<file path="config.mk">
export PLATFORM = sky130hd
export DESIGN_NAME = vme_jtag_bridge
export DESIGN_NICKNAME = d
export VERILOG_FILES = /design/src/rtl/jtv_pkg.sv /design/src/rtl/jtv_strobe_sync.sv /design/src/rtl/jtv_decode.sv /design/src/rtl/jtv_tck_seq.sv /design/src/rtl/vme_jtag_bridge.sv
export SDC_FILE = /design/constraint.sdc
export NUM_CORES = 1
export LEC_CHECK = 0
export ABC_CLOCK_PERIOD_IN_PS = 1550
export BUFFER_PORTS_ARGS = -buffer_cell sky130_fd_sc_hd__buf_2
export CAP_MARGIN = 20
export CORE_MARGIN = 2
export CORE_UTILIZATION = 30
export CTS_CLUSTER_SIZE = 16
export DETAILED_ROUTE_END_ITERATION = 8
export PLACE_DENSITY = 0.7
export RECOVER_POWER = 50
export SLEW_MARGIN = 40
export SYNTH_ARGS = -nofsm -noshare
export SYNTH_HDL_FRONTEND = slang
export SYNTH_SLANG_ARGS = --single-unit
</file>
<file path="constraint.sdc">
create_clock -name clk -period 1.55 [get_ports clk]
set_clock_uncertainty 0.05 [all_clocks]
set_input_delay 0.31 -clock clk [delete_from_list [all_inputs] [get_ports clk]]
set_output_delay 0.31 -clock clk [all_outputs]
set_load 0.005 [all_outputs]
</file>
<file path="src/rtl/jtv_pkg.sv">
package jtv_pkg;

    localparam int ADDR_W  = 32;
    localparam int DATA_W  = 32;
    localparam int AM_W    = 6;
    localparam int SLOT_W  = 5;
    localparam int KEY_LSB = 2;
    localparam int KEY_MSB = 18;
    localparam int KEY_W   = KEY_MSB - KEY_LSB + 1;
    localparam int SLOT_LSB = KEY_MSB + 1;
    localparam int SLOT_MSB = SLOT_LSB + SLOT_W - 1;

    // low word 0x0FFFC, seen through address bits 18..2
    localparam logic [KEY_W-1:0] LOW_ADDR_KEY = 17'h03FFF;

    // data bit positions driving the pins
    localparam int TMS_BIT = 0;
    localparam int TDI_BIT = 1;

    typedef enum logic [2:0] {
        SEQ_IDLE  = 3'd0,
        SEQ_SETUP = 3'd1,
        SEQ_HIGH  = 3'd2,
        SEQ_HOLD  = 3'd3,
        SEQ_ACK   = 3'd4
    } seq_state_e;

    typedef struct packed {
        logic hit;
        logic tms;
        logic tdi;
    } jtag_req_t;

    typedef struct packed {
        logic as_n;
        logic [1:0] ds_n;
        logic write_n;
    } bus_ctl_t;

    function automatic logic am_is_private(input logic [AM_W-1:0] am);
        logic ok;
        case (am)
            6'h19, 6'h1A, 6'h1D, 6'h1E: ok = 1'b1;
            default:                    ok = 1'b0;
        endcase
        return ok;
    endfunction

    function automatic logic [SLOT_W-1:0] slot_of(input logic [SLOT_W-1:0] ga_n);
        return ~ga_n;
    endfunction

endpackage

</file>
<file path="src/rtl/jtv_strobe_sync.sv">
module jtv_strobe_sync #(
    parameter int W      = 4,
    parameter int STAGES = 2,
    parameter logic [W-1:0] INIT = '1
) (
    input  logic         clk,
    input  logic         rst,
    input  logic [W-1:0] d_async,
    output logic [W-1:0] d_sync
);
    logic [W-1:0] chain [STAGES];

    generate
        for (genvar s = 0; s < STAGES; s++) begin : g_stage
            if (s == 0) begin : g_first
                always_ff @(posedge clk) begin
                    if (rst) chain[s] <= INIT;
                    else     chain[s] <= d_async;
                end
            end else begin : g_next
                always_ff @(posedge clk) begin
                    if (rst) chain[s] <= INIT;
                    else     chain[s] <= chain[s-1];
                end
            end
        end
    endgenerate

    assign d_sync = chain[STAGES-1];
endmodule

</file>
<file path="src/rtl/jtv_decode.sv">
module jtv_decode
    import jtv_pkg::*;
(
    input  logic              clk,
    input  logic              rst,
    input  logic [ADDR_W-1:0] addr,
    input  logic [AM_W-1:0]   am,
    input  logic [DATA_W-1:0] data,
    input  logic [SLOT_W-1:0] ga_n,
    output jtag_req_t         req_q
);
    logic      slot_ok;
    logic      key_ok;
    jtag_req_t req_d;

    always_comb begin
        slot_ok   = (addr[SLOT_MSB:SLOT_LSB] == slot_of(ga_n));
        key_ok    = (addr[KEY_MSB:KEY_LSB] == LOW_ADDR_KEY);
        req_d.hit = am_is_private(am) && slot_ok && key_ok;
        req_d.tms = data[TMS_BIT];
        req_d.tdi = data[TDI_BIT];
    end

    always_ff @(posedge clk) begin
        if (rst) req_q <= '{hit: 1'b0, tms: 1'b1, tdi: 1'b0};
        else     req_q <= req_d;
    end

    // a registered hit never carries a standard A24 code

    std_am_reject_chk: assert property (@(posedge clk) disable iff (rst)
        req_q.hit |-> ($past(am) != 6'h39 && $past(am) != 6'h3A &&
                       $past(am) != 6'h3D && $past(am) != 6'h3E));
endmodule

</file>
<file path="src/rtl/jtv_tck_seq.sv">
module jtv_tck_seq
    import jtv_pkg::*;
#(
    parameter int SETUP_CYC = 2,
    parameter int HIGH_CYC  = 2,
    parameter int HOLD_CYC  = 2
) (
    input  logic      clk,
    input  logic      rst,
    input  logic      cyc_on,
    input  logic      ds_off,
    input  jtag_req_t req,
    output logic      tck,
    output logic      tms,
    output logic      tdi,
    output logic      dtack
);
    localparam int MAX_CYC = (SETUP_CYC > HIGH_CYC) ?
                             ((SETUP_CYC > HOLD_CYC) ? SETUP_CYC : HOLD_CYC) :
                             ((HIGH_CYC > HOLD_CYC) ? HIGH_CYC : HOLD_CYC);
    localparam int CNT_W = $clog2(MAX_CYC + 1);

    seq_state_e       state;
    logic [CNT_W-1:0] cnt;

    always_ff @(posedge clk) begin
        if (rst) begin
            state <= SEQ_IDLE;
            cnt   <= '0;
            tck   <= 1'b0;
            tms   <= 1'b1;
            tdi   <= 1'b0;
            dtack <= 1'b0;
        end else begin
            case (state)
                SEQ_IDLE: begin
                    if (cyc_on && req.hit) begin
                        tms   <= req.tms;
                        tdi   <= req.tdi;
                        cnt   <= CNT_W'(SETUP_CYC - 1);
                        state <= SEQ_SETUP;
                    end
                end
                SEQ_SETUP: begin
                    if (cnt == '0) begin
                        tck   <= 1'b1;
                        cnt   <= CNT_W'(HIGH_CYC - 1);
                        state <= SEQ_HIGH;
                    end else begin
                        cnt <= cnt - 1'b1;
                    end
                end
                SEQ_HIGH: begin
                    if (cnt == '0) begin
                        tck   <= 1'b0;
                        cnt   <= CNT_W'(HOLD_CYC - 1);
                        state <= SEQ_HOLD;
                    end else begin
                        cnt <= cnt - 1'b1;
                    end
                end
                SEQ_HOLD: begin
                    if (cnt == '0) begin
                        dtack <= 1'b1;
                        state <= SEQ_ACK;
                    end else begin
                        cnt <= cnt - 1'b1;
                    end
                end
                SEQ_ACK: begin
                    if (ds_off) begin
                        dtack <= 1'b0;
                        tms   <= 1'b1;
                        tdi   <= 1'b0;
                        state <= SEQ_IDLE;
                    end
                end
                default: state <= SEQ_IDLE;
            endcase
        end
    end


    pins_hold_tck_chk: assert property (@(posedge clk) disable iff (rst)
        tck |-> ($stable(tms) && $stable(tdi)));


    setup_before_rise_chk: assert property (@(posedge clk) disable iff (rst)
        $rose(tck) |-> $past(state) == SEQ_SETUP);


    ack_after_tck_chk: assert property (@(posedge clk) disable iff (rst)
        dtack |-> !tck);


    ack_release_chk: assert property (@(posedge clk) disable iff (rst)
        (dtack && ds_off) |=> !dtack);


    idle_pins_chk: assert property (@(posedge clk) disable iff (rst)
        (state == SEQ_IDLE) |-> (!tck && tms && !tdi && !dtack));


    single_pulse_chk: assert property (@(posedge clk) disable iff (rst)
        (state == SEQ_ACK && !ds_off) |=> !tck);
endmodule

</file>
<file path="src/rtl/vme_jtag_bridge.sv">
module vme_jtag_bridge
    import jtv_pkg::*;
#(
    parameter int SYNC_STAGES = 2,
    parameter int SETUP_CYC   = 2,
    parameter int HIGH_CYC    = 2,
    parameter int HOLD_CYC    = 2
) (
    input  logic              clk,
    input  logic              rst,
    input  logic [ADDR_W-1:0] vme_addr,
    input  logic [AM_W-1:0]   vme_am,
    input  logic [DATA_W-1:0] vme_data,
    input  logic              vme_as_n,
    input  logic [1:0]        vme_ds_n,
    input  logic              vme_write_n,
    input  logic [SLOT_W-1:0] vme_ga_n,
    output logic              jtag_tck,
    output logic              jtag_tms,
    output logic              jtag_tdi,
    output logic              vme_dtack_n
);
    localparam int CTL_W = $bits(bus_ctl_t);

    bus_ctl_t  ctl_raw;
    bus_ctl_t  ctl_s;
    jtag_req_t req;
    logic      cyc_on;
    logic      ds_off;
    logic      dtack;

    assign ctl_raw = '{as_n: vme_as_n, ds_n: vme_ds_n, write_n: vme_write_n};

    jtv_strobe_sync #(
        .W      (CTL_W),
        .STAGES (SYNC_STAGES),
        .INIT   ('1)
    ) u_sync (
        .clk     (clk),
        .rst     (rst),
        .d_async (ctl_raw),
        .d_sync  (ctl_s)
    );

    jtv_decode u_dec (
        .clk   (clk),
        .rst   (rst),
        .addr  (vme_addr),
        .am    (vme_am),
        .data  (vme_data),
        .ga_n  (vme_ga_n),
        .req_q (req)
    );

    assign cyc_on = !ctl_s.as_n && (ctl_s.ds_n != 2'b11) && !ctl_s.write_n;
    assign ds_off = (ctl_s.ds_n == 2'b11);

    jtv_tck_seq #(
        .SETUP_CYC (SETUP_CYC),
        .HIGH_CYC  (HIGH_CYC),
        .HOLD_CYC  (HOLD_CYC)
    ) u_seq (
        .clk    (clk),
        .rst    (rst),
        .cyc_on (cyc_on),
        .ds_off (ds_off),
        .req    (req),
        .tck    (jtag_tck),
        .tms    (jtag_tms),
        .tdi    (jtag_tdi),
        .dtack  (dtack)
    );

    assign vme_dtack_n = !dtack;

    // a TCK rise only happens while a write cycle is being held

    tck_needs_write_chk: assert property (@(posedge clk) disable iff (rst)
        $rose(jtag_tck) |-> (!ctl_s.write_n && !ctl_s.as_n));

    // acknowledge never appears with both data strobes released

    ack_needs_strobe_chk: assert property (@(posedge clk) disable iff (rst)
        $rose(dtack) |-> !ds_off);
endmodule

</file>
### Word-level counts from Yosys, hierarchy flattened

Memories as Yosys holds them, arrays and structs flattened.
Cells that the tools add are included.

| word-level totals | value |
|---|---|
| RAM bits | 8 |
| bits in registers | 12 |
| memories | 1 |

Memory list:

| memory | words | width | read ports | clocked after memory_dff | wr ports | line | text |
|---|---|---|---|---|---|---|---|
| u_sync.chain | 2 | 4 | 2 | 0 | 2 | jtv_strobe_sync.sv:11 | `logic [W-1:0] chain [STAGES];` |

| operators by class | value |
|---|---|
| bitwise logic cells | 3 |
| equality and inequality tests | 18 |
| mux-type cells | 26 |
| reductions and logical operators | 21 |
| add/sub/neg operators | 1 |

Operators by type and width:

| kind | count |
|---|---|
| $eq A6 B5 Y1 const B | 4 |
| $eq A17 B14 Y1 const B | 1 |
| $mux W3 | 5 |
| $pmux W3 S5 | 1 |
| $reduce_and A3 Y1 | 4 |
| $mux W1 | 10 |
| $mux W4 | 2 |
| $ne A2 B1 Y1 const B | 4 |
| $pmux W1 S2 | 4 |
| $eq A3 B2 Y1 const B | 2 |
| $mux W2 | 3 |
| $ne A2 B2 Y1 const B | 3 |
| $pmux W2 S3 | 1 |
| $reduce_bool A2 Y1 | 3 |
| $eq A5 B5 Y1 | 1 |
| $logic_and A1 B1 Y1 | 5 |
| $not A5 Y5 | 1 |
| $reduce_and A5 Y1 | 1 |
| $reduce_or A4 Y1 | 1 |
| $eq A3 B1 Y1 const B | 1 |
| $eq A3 B3 Y1 const B | 1 |
| $logic_not A1 Y1 | 3 |
| $logic_not A3 Y1 | 1 |
| $reduce_bool A3 Y1 | 1 |
| 5 further kinds | 6 |

### Logic depth before layout (Yosys ltp)

Gate-level depths: netlist of the first run.

| depth | value |
|---|---|
| depth in word-level cells | 6 |
| mapped depth | 6 |

### Hierarchy

From an unflattened synthesis of the first run, not the netlist that was laid out.

| unflattened totals | value |
|---|---|
| cells, all modules | 97 |
| area total of the unflattened synthesis | 922.1 sq um |

Modules (own cells, without submodules):

| module | area each (sq um) | sequential area each (sq um) | cells an instance | times used |
|---|---|---|---|---|
| jtv_tck_seq | 488.0 | 180.2 | 57 | 1 |
| jtv_strobe_sync | 210.2 | 160.2 | 16 | 1 |
| jtv_decode | 200.2 | 60.1 | 21 | 1 |
| vme_jtag_bridge | 23.8 | 0.0 | 3 | 1 |

### Least setup slack after synthesis of the first run

Ideal clock, no wire load.

| path | value |
|---|---|
| path kind | register to register |
| from | register u_seq.cnt[0] |
| to | register u_seq.cnt[1] |
| data required time | 1430 ps |
| library setup time | 70 ps |
| arrival time | 1409 ps |
| clock period less this slack | 1529 ps |
| setup slack | 21 ps |
| cell stages (with the launch flop) | 6 |
| cell sequence | dfxtp_1 inv_1 ha_1 and3_2 or4_1 a21oi_1 |

| on the way | value |
|---|---|
| longest elaborated chain between the ends | 3 |
| elaborated cells on any way between the ends | 7 |

RTL lines:

| element | line | text |
|---|---|---|
| start, declared | jtv_tck_seq.sv:24 | `logic [CNT_W-1:0] cnt;` |
| start signal, assigned | jtv_tck_seq.sv:40 | `cnt <= CNT_W'(SETUP_CYC - 1);` |
| start signal, assigned | jtv_tck_seq.sv:47 | `cnt <= CNT_W'(HIGH_CYC - 1);` |
| start signal, assigned | jtv_tck_seq.sv:50 | `cnt <= cnt - 1'b1;` |
| $sub A2 B1 Y2 or $logic_not A2 Y1 (tied branches) | -- |  |
| $mux W2 (tied with other cells) | jtv_tck_seq.sv:63 | `if (cnt == '0) begin` |
| $pmux W2 S3 or $reduce_and A3 Y1 (tied branches) | -- |  |

Parallel ways exist; a longest one is shown, timed or not. The select of a mux whose other input is x is not followed.
A chain may end at the register's enable or synchronous reset.

### Worst setup path in the final report of the first run

Ends and elaborated chain as after synthesis.

==> impl_metrics.yaml, run 1 <==
clock_network:
  number_of_buffers_added_by_the_clock_tree_synthesis_step: 3
  insertion_delay_ps: 300
  cts_buffer_depth: 2
  number_of_buffers_inserted_by_hold_repair_at_cts: 0
  cts.sink_count: 20
  clock_tree_from_tritoncts: "yes"
  htreeDepth: 1
  clkTransAtPathRegs_ps: 110
  cts-root-buf: "clkbuf_4"
global_routing:
  use_met1_pct: 12.9
  use_met3_pct: 4.76
  grt_pass1_wl_mm: 3.35
  globalRouteMet2Util_pct: 23.9
  grt_pass1_vias: 795
  grt.overflow.total: 0
  grt_busiest_layer: "met2"
  antenna_found_initial: 0
  grt_max_degree: 23
  total_routing_usage_gr_pct: 12.8
logic_synthesis:
  ys_seq_area_share_pct: 43.0
  syn_nets: 182
  synth.area.top_cells: "dfxtp_1, xor2_1, or2_2"
  synth.ff_latch_count: 20
  synth_top_area_cell: "dfxtp_1"
  avgSynthCellArea_um2: 9.42
  netlist_area_um2: 932
  synthCells: 99
  yosys_warnings: 0
  synth_top_area_share_pct: 43.0
  yosys.cell_types.count: 36
  ys_top_cells_by_count: "dfxtp_1, or2_2, nand2_1, xor2_1"
  synth_edf_count: 0
  yosys.cell_count.top_type: "dfxtp_1"
  synth_flop_cell: "dfxtp_1"
  async_flop_share_pct: 0
cells_and_area:
  layout.core_utilization_pct: 43.0
  drive_above_1_share_pct: 50.3
  multi_input_area_um2: 508
  n_fill_cell: 299
  syn2layout_area_growth_pct: 38.5
  finish.net_count: 233
  layout.area.seq_um2: 407
  insertedDiodeCount: 0
die:
  die_height_um: 59.7
  initial_core_util_pct: 31.0
  fp.dieW_um: 59.7
  die_area_um2: 3570
  placement_rows: 20
  core_area_um2: 3000
  io_pins: 85
setup_path:
  worstSetupStartpoint: "u_seq.cnt[0]$_SDFFE_PP0P_"
  critPathKind: "flip-flop to flip-flop"
  worst_r2r_startpoint: "u_seq.cnt[0]$_SDFFE_PP0P_"
  regToRegSetupSlack_ps: 20
  worstReg2RegEnd: "u_seq.cnt[1]$_SDFFE_PP0P_"
  crit_path_end_kind: "flip-flop"
  cp-endpoint: "u_seq.cnt[1]$_SDFFE_PP0P_"
  critical_path_required_ps: 1730
  start_kind: "flip-flop"
  arrival_ps: 1710
  worstPathMaxFanout: 2
  worstRegToRegCells: 6
timing:
  report.final.setup_viol: 0
  finalWorstSetupSlack_ps: 24.0
  period_minus_slack_ps: 1530
  timing.final.hold_violations: 0
  rsz0062_at_grt: "yes"
  final.period_utilization_pct: 98.5
  fmaxAchievable_mhz: 655
  max_slew_violation_count: 0
  worst_pin_slew_ps: 339
  worst_slew_margin_rel_pct: 77.4
place:
  hpwlAfterDp_mm: 1.60
  pre_cts_slack_ps: 10.7
  port-buffer-count: 43
  final_wtd_congestion: 0.719
run:
  max_cap_viol_count: 0
drt:
  routed_via_count_divided_by_cell_count: 4.75
  first_pass_iters: 4
  drtAntennaViolNets: 0
  first_iter_violations: 17
  drcViolationCount: 0
  detail_route.wl_per_cell_um: 11.2
  detailroute.via_count: 865
  drt-total-wl_mm: 2.03
power:
  vdd.ir_drop.worst_uv: 513
  cellLeakagePower_nw: 0.578
  total_power_density_per_cell_area_nw_per_um2: 884
worst_hold_path:
  timing.hold.worst.class: "primary input to flip-flop"
status:
  status: "finished clean"
## kinds of logic after synthesis
family                   count (synthesis)  synth area share, %
AND/OR/NAND/NOR                         48                 31.9
flip-flops                              20                 43.0
AO/OA/AOI/OAI                           15                 10.3
XOR/XNOR                                 7                 6.58
buffers and inverters                    7                 5.50
adder cells (fa/ha/maj)                  2                 2.68
## layout by cell type, fill, tap and decap left out, types with 2 or more instances in the layout
| cell type | synthesis | final |
|---|---|---|
| buf_2 | 0 | 43 |
| dfxtp_1 | 20 | 17 |
| or2_2 | 9 | 9 |
| nand2_1 | 8 | 7 |
| xor2_1 | 7 | 7 |
| buf_4 | 0 | 6 |
| nand3_1 | 4 | 4 |
| a21oi_1 | 4 | 4 |
| nor3_1 | 3 | 3 |
| o21ai_0 | 3 | 3 |
| nor2_1 | 3 | 3 |
| nor4_1 | 3 | 3 |
| nand4_1 | 3 | 3 |
| clkbuf_4 | 0 | 3 |
| inv_2 | 0 | 2 |
| a31oi_1 | 2 | 2 |
| or4_1 | 2 | 2 |
| o31ai_1 | 2 | 2 |
| ha_4 | 0 | 2 |
| dfxtp_2 | 0 | 2 |
## critical path, cell delays in order (launching register included)
cell and delay, ps:
dfxtp_2 360, buf_6 100, ha_4 110, and3b_2 180
a31oi_1 40, or4_1 480, a21oi_1 140
## how the worst min path moves through the flow
stage	end	cells after the start	slack [ps]	startpoint
2_1_floorplan	u_sync.chain[1][0]$_SDFF_PP1_	1	340	u_sync.chain[0][0]$_SDFF_PP1_
3_3_place_gp	u_sync.chain[1][3]$_SDFF_PP1_	1	340	u_sync.chain[0][3]$_SDFF_PP1_
3_5_place_dp	u_sync.chain[1][2]$_SDFF_PP1_	1	340	u_sync.chain[0][2]$_SDFF_PP1_
4_1_cts	u_sync.chain[0][2]$_SDFF_PP1_	2	120	vme_ds_n[1]
5_1_grt	u_sync.chain[0][1]$_SDFF_PP1_	2	110	vme_ds_n[0]
6_report	u_sync.chain[0][2]$_SDFF_PP1_	2	130	vme_ds_n[1]
## flip-flops by register name, summed over array words and instances, names as in the netlist
signal / cells
u_seq.tck: 1
u_seq.tdi: 1
u_seq.dtack: 1
u_sync.chain: 8
u_seq.tms: 1
u_dec.req_q: 3
u_seq.cnt: 2
u_seq.state: 3
## layout make-up
cell class,count,share of cell area (%)
repair buffers,50,21.0
multi-input cells,72,39.3
clock inverters,1,2.33
inverters,3,0.872
clock buffers,3,1.74
flip-flops and latches,20,31.5
well taps,33,3.20
## repair_timing
| item | CTS | global route |
|---|---|---|
| setup buffers | 0 | 2 |
| endpoints found under the setup margin | 1 | 2 |
| pin swaps | 0 | 3 |
| resized for setup | 1 | 11 |
## routing by layer
layer / vias up / wire length (um)
li1: 451 / -
met1: 363 / 811
met2: 47 / 1020
met3: 4 / 186
met4: 0 / 17
met5: - / 0
## power breakdown
part | leakage, nW | switching (mW) | internal (mW)
clock network | 0.0279 | 0.155 | 0.261
registers | 0.166 | 0.0168 | 0.535
logic | 0.385 | 0.0724 | 0.0999
## through the flow
step	area [um2]	hold WS (ps)	std cells	power (mW)	TNS, ps
after detailed placement	1190	344	176	0.720	0
after global placement	1190	344	176	0.713	0
after floorplan	932	339	99	0.641	0
final	1290	133	182	1.14	0
after CTS	1240	121	180	1.14	0
after global routing	1290	107	182	1.20	-44.8
Note: power is estimated with default switching activity, not from simulation.
==> inputs of run 2 (changes only) <==
--- a/config.mk
+++ b/config.mk
@@ -5,6 +5,7 @@
 export SDC_FILE = /design/constraint.sdc
 export NUM_CORES = 1
 export LEC_CHECK = 0
+export ABC_AREA = 1
 export ABC_CLOCK_PERIOD_IN_PS = 1550
 export BUFFER_PORTS_ARGS = -buffer_cell sky130_fd_sc_hd__buf_2
 export CAP_MARGIN = 20
@@ -12,7 +13,8 @@
 export CORE_UTILIZATION = 30
 export CTS_CLUSTER_SIZE = 16
 export DETAILED_ROUTE_END_ITERATION = 8
-export PLACE_DENSITY = 0.7
+export HOLD_SLACK_MARGIN = 0.08
+export PLACE_DENSITY = 0.69
 export RECOVER_POWER = 50
 export SLEW_MARGIN = 40
 export SYNTH_ARGS = -nofsm -noshare
==> impl_metrics.yaml, run 2 <==
status:
  status: "finished clean"
logic_synthesis:
  yosys.cell_count.top_type: "nand2_1"
  netlist_area_um2: 961
  yosys.cell_types.count: 24
  avgSynthCellArea_um2: 7.07
  synth.ff_latch_count: 20
  yosys_warnings: 0
  syn_nets: 219
  synth_top_area_share_pct: 41.7
  synth_flop_cell: "dfxtp_1"
  ys_seq_area_share_pct: 41.7
  synth.area.top_cells: "dfxtp_1, nand2_1, nor2_1"
  synthCells: 136
  synth_top_area_cell: "dfxtp_1"
  ys_top_cells_by_count: "nand2_1, nor2_1, dfxtp_1, inv_1, or2_2"
  async_flop_share_pct: 0
  synth_edf_count: 0
drt:
  routed_via_count_divided_by_cell_count: 4.20
  first_pass_iters: 4
  detailroute.via_count: 945
  first_iter_violations: 16
  drt-total-wl_mm: 1.92
  drcViolationCount: 0
  drtAntennaViolNets: 0
  detail_route.wl_per_cell_um: 8.53
die:
  fp.dieW_um: 60.6
  io_pins: 85
  die_area_um2: 3670
  initial_core_util_pct: 31.5
  placement_rows: 20
  core_area_um2: 3050
  die_height_um: 60.6
clock_network:
  number_of_buffers_inserted_by_hold_repair_at_cts: 0
  insertion_delay_ps: 300
  cts_resized: 0
  cts_buffer_depth: 2
  cts-root-buf: "clkbuf_4"
  cts.sink_count: 20
  htreeDepth: 1
  number_of_buffers_added_by_the_clock_tree_synthesis_step: 3
  clkTransAtPathRegs_ps: 110
  clock_tree_from_tritoncts: "yes"
  post-cts-setup-buffer-count: 0
cells_and_area:
  n_fill_cell: 365
  drive_above_1_share_pct: 34.8
  reg.largest.list: "u_sync.chain x8, u_dec.req_q x3, u_seq.state x3"
  layout.area.seq_um2: 400
  layout.cells.most_common_list: "buf_2, nand2_1, nor2_1, dfxtp_1, inv_1"
  syn2layout_area_growth_pct: 32.0
  finish.net_count: 265
  regMostFlops: "u_sync.chain"
  multi_input_area_um2: 492
  insertedDiodeCount: 0
  layout_commonest_cell: "buf_2"
  largest_register_ff_count: 8
timing:
  max_slew_violation_count: 0
  finalSetupTns_ps: 0
  fmaxAchievable_mhz: 755
  rsz0062_at_grt: "no"
  report.final.setup_viol: 0
  worst_pin_slew_ps: 563
  final.period_utilization_pct: 85.5
  worst_slew_margin_rel_pct: 62.5
  timing.final.hold_violations: 0
  whs_ps: 132
  period_minus_slack_ps: 1320
worst_hold_path:
  hold_depth: 2
  timing.hold.worst.class: "primary input to flip-flop"
global_routing:
  grt_busiest_layer: "met2"
  grt_pass1_wl_mm: 3.39
  grt_pass1_vias: 860
  globalRouteMet2Util_pct: 21.0
  use_met3_pct: 3.20
  antenna_found_initial: 0
  use_met1_pct: 14.8
  grt_max_degree: 17
  total_routing_usage_gr_pct: 12.0
  grt.overflow.total: 0
power:
  power.switching_fraction_pct: 35.0
  share_seq_of_total_power_pct: 40.1
  total_power_density_per_cell_area_nw_per_um2: 1330
  switch_pwr_uw: 591
  cellLeakagePower_nw: 0.630
  comb_power_share_pct: 34.9
  vdd.ir_drop.worst_uv: 781
  p_clk_share_pct: 24.9
  power.internal_mw: 1.10
place:
  port-buffer-count: 43
  final_wtd_congestion: 0.761
  hpwlAfterDp_mm: 1.57
setup_path:
  worst_r2r_startpoint: "u_seq.cnt[0]$_SDFFE_PP0P_"
  arrival_ps: 1530
  regToRegSetupSlack_ps: 230
  worstSetupStartpoint: "u_seq.cnt[0]$_SDFFE_PP0P_"
  critPathKind: "flip-flop to flip-flop"
  critical_path_required_ps: 1750
  crit_path_end_kind: "flip-flop"
  worstPathMaxFanout: 5
  cp-endpoint: "u_seq.cnt[0]$_SDFFE_PP0P_"
  worstReg2RegEnd: "u_seq.cnt[0]$_SDFFE_PP0P_"
  start_kind: "flip-flop"
  worstRegToRegCells: 7
run:
  max_cap_viol_count: 0
## run 2: final cells by class
type	count	share of cell area [%]
Timing Repair Buffer	44	17.4
Clock inverter	1	2.37
Multi-Input combinational cell	100	38.8
Sequential cell	20	31.6
Inverter	13	3.85
Tap cell	44	4.34
Clock buffer	3	1.78
## run 2: stage by stage
step           util [%]  area [um2]  worst slack, ps  power, mW  std cells
2_1_floorplan         -         961              369       1.14        136
3_3_place_gp       39.9        1220              267       1.27        221
3_5_place_dp       39.9        1220              247       1.28        221
4_1_cts            41.6        1270              227       1.70        225
5_1_grt            41.6        1270             89.7       1.83        225
6_report           41.6        1270              225       1.69        225
## run 2: how the worst min path moves through the flow
stage,from,end,slack [ps]
floorplan,u_sync.chain[0][0]$_SDFF_PP1_,u_sync.chain[1][0]$_SDFF_PP1_,340
global placement,u_sync.chain[0][3]$_SDFF_PP1_,u_sync.chain[1][3]$_SDFF_PP1_,340
detailed placement,u_sync.chain[0][3]$_SDFF_PP1_,u_sync.chain[1][3]$_SDFF_PP1_,340
CTS,vme_write_n,u_sync.chain[0][0]$_SDFF_PP1_,120
global route,vme_as_n,u_sync.chain[0][3]$_SDFF_PP1_,110
finish,vme_write_n,u_sync.chain[0][0]$_SDFF_PP1_,130
## run 2: power by group through the flow
| stage | Clock (mW) | Sequential, mW | Combinational (mW) |
|---|---|---|---|
| global placement | 0 | 0.688 | 0.577 |
| detailed placement | 0 | 0.690 | 0.589 |
| global route | 0.462 | 0.691 | 0.678 |
| floorplan | 0 | 0.660 | 0.485 |
| CTS | 0.433 | 0.678 | 0.591 |
| finish | 0.422 | 0.679 | 0.591 |
## run 2: worst max-delay path, cell delays in order, from the launching register on
cell     delay, ps
dfxtp_1        380
inv_1           70
ha_1           260
a31oi_1        180
nand2_1        120
nand2_1         80
nand2_1         40
nor2_1          90
## run 2: cell families (layout without fill, tap and decap cells)
group / Yosys count / count (layout) / synth area share [%]
AND/OR/NAND/NOR: 88 / 88 / 42.8
flip-flops: 20 / 20 / 41.7
buffers and inverters: 16 / 61 / 7.16
AO/OA/AOI/OAI: 10 / 10 / 5.73
adder cells (fa/ha/maj): 2 / 2 / 2.60
## run 2: metal layers
layer  wire, um  vias up  part of all wire, %
met5          0        -                    0
met4         17        0                 0.89
met3         91        4                  4.7
met2        880       17                   46
met1        930      398                   48
li1           -      526                    -
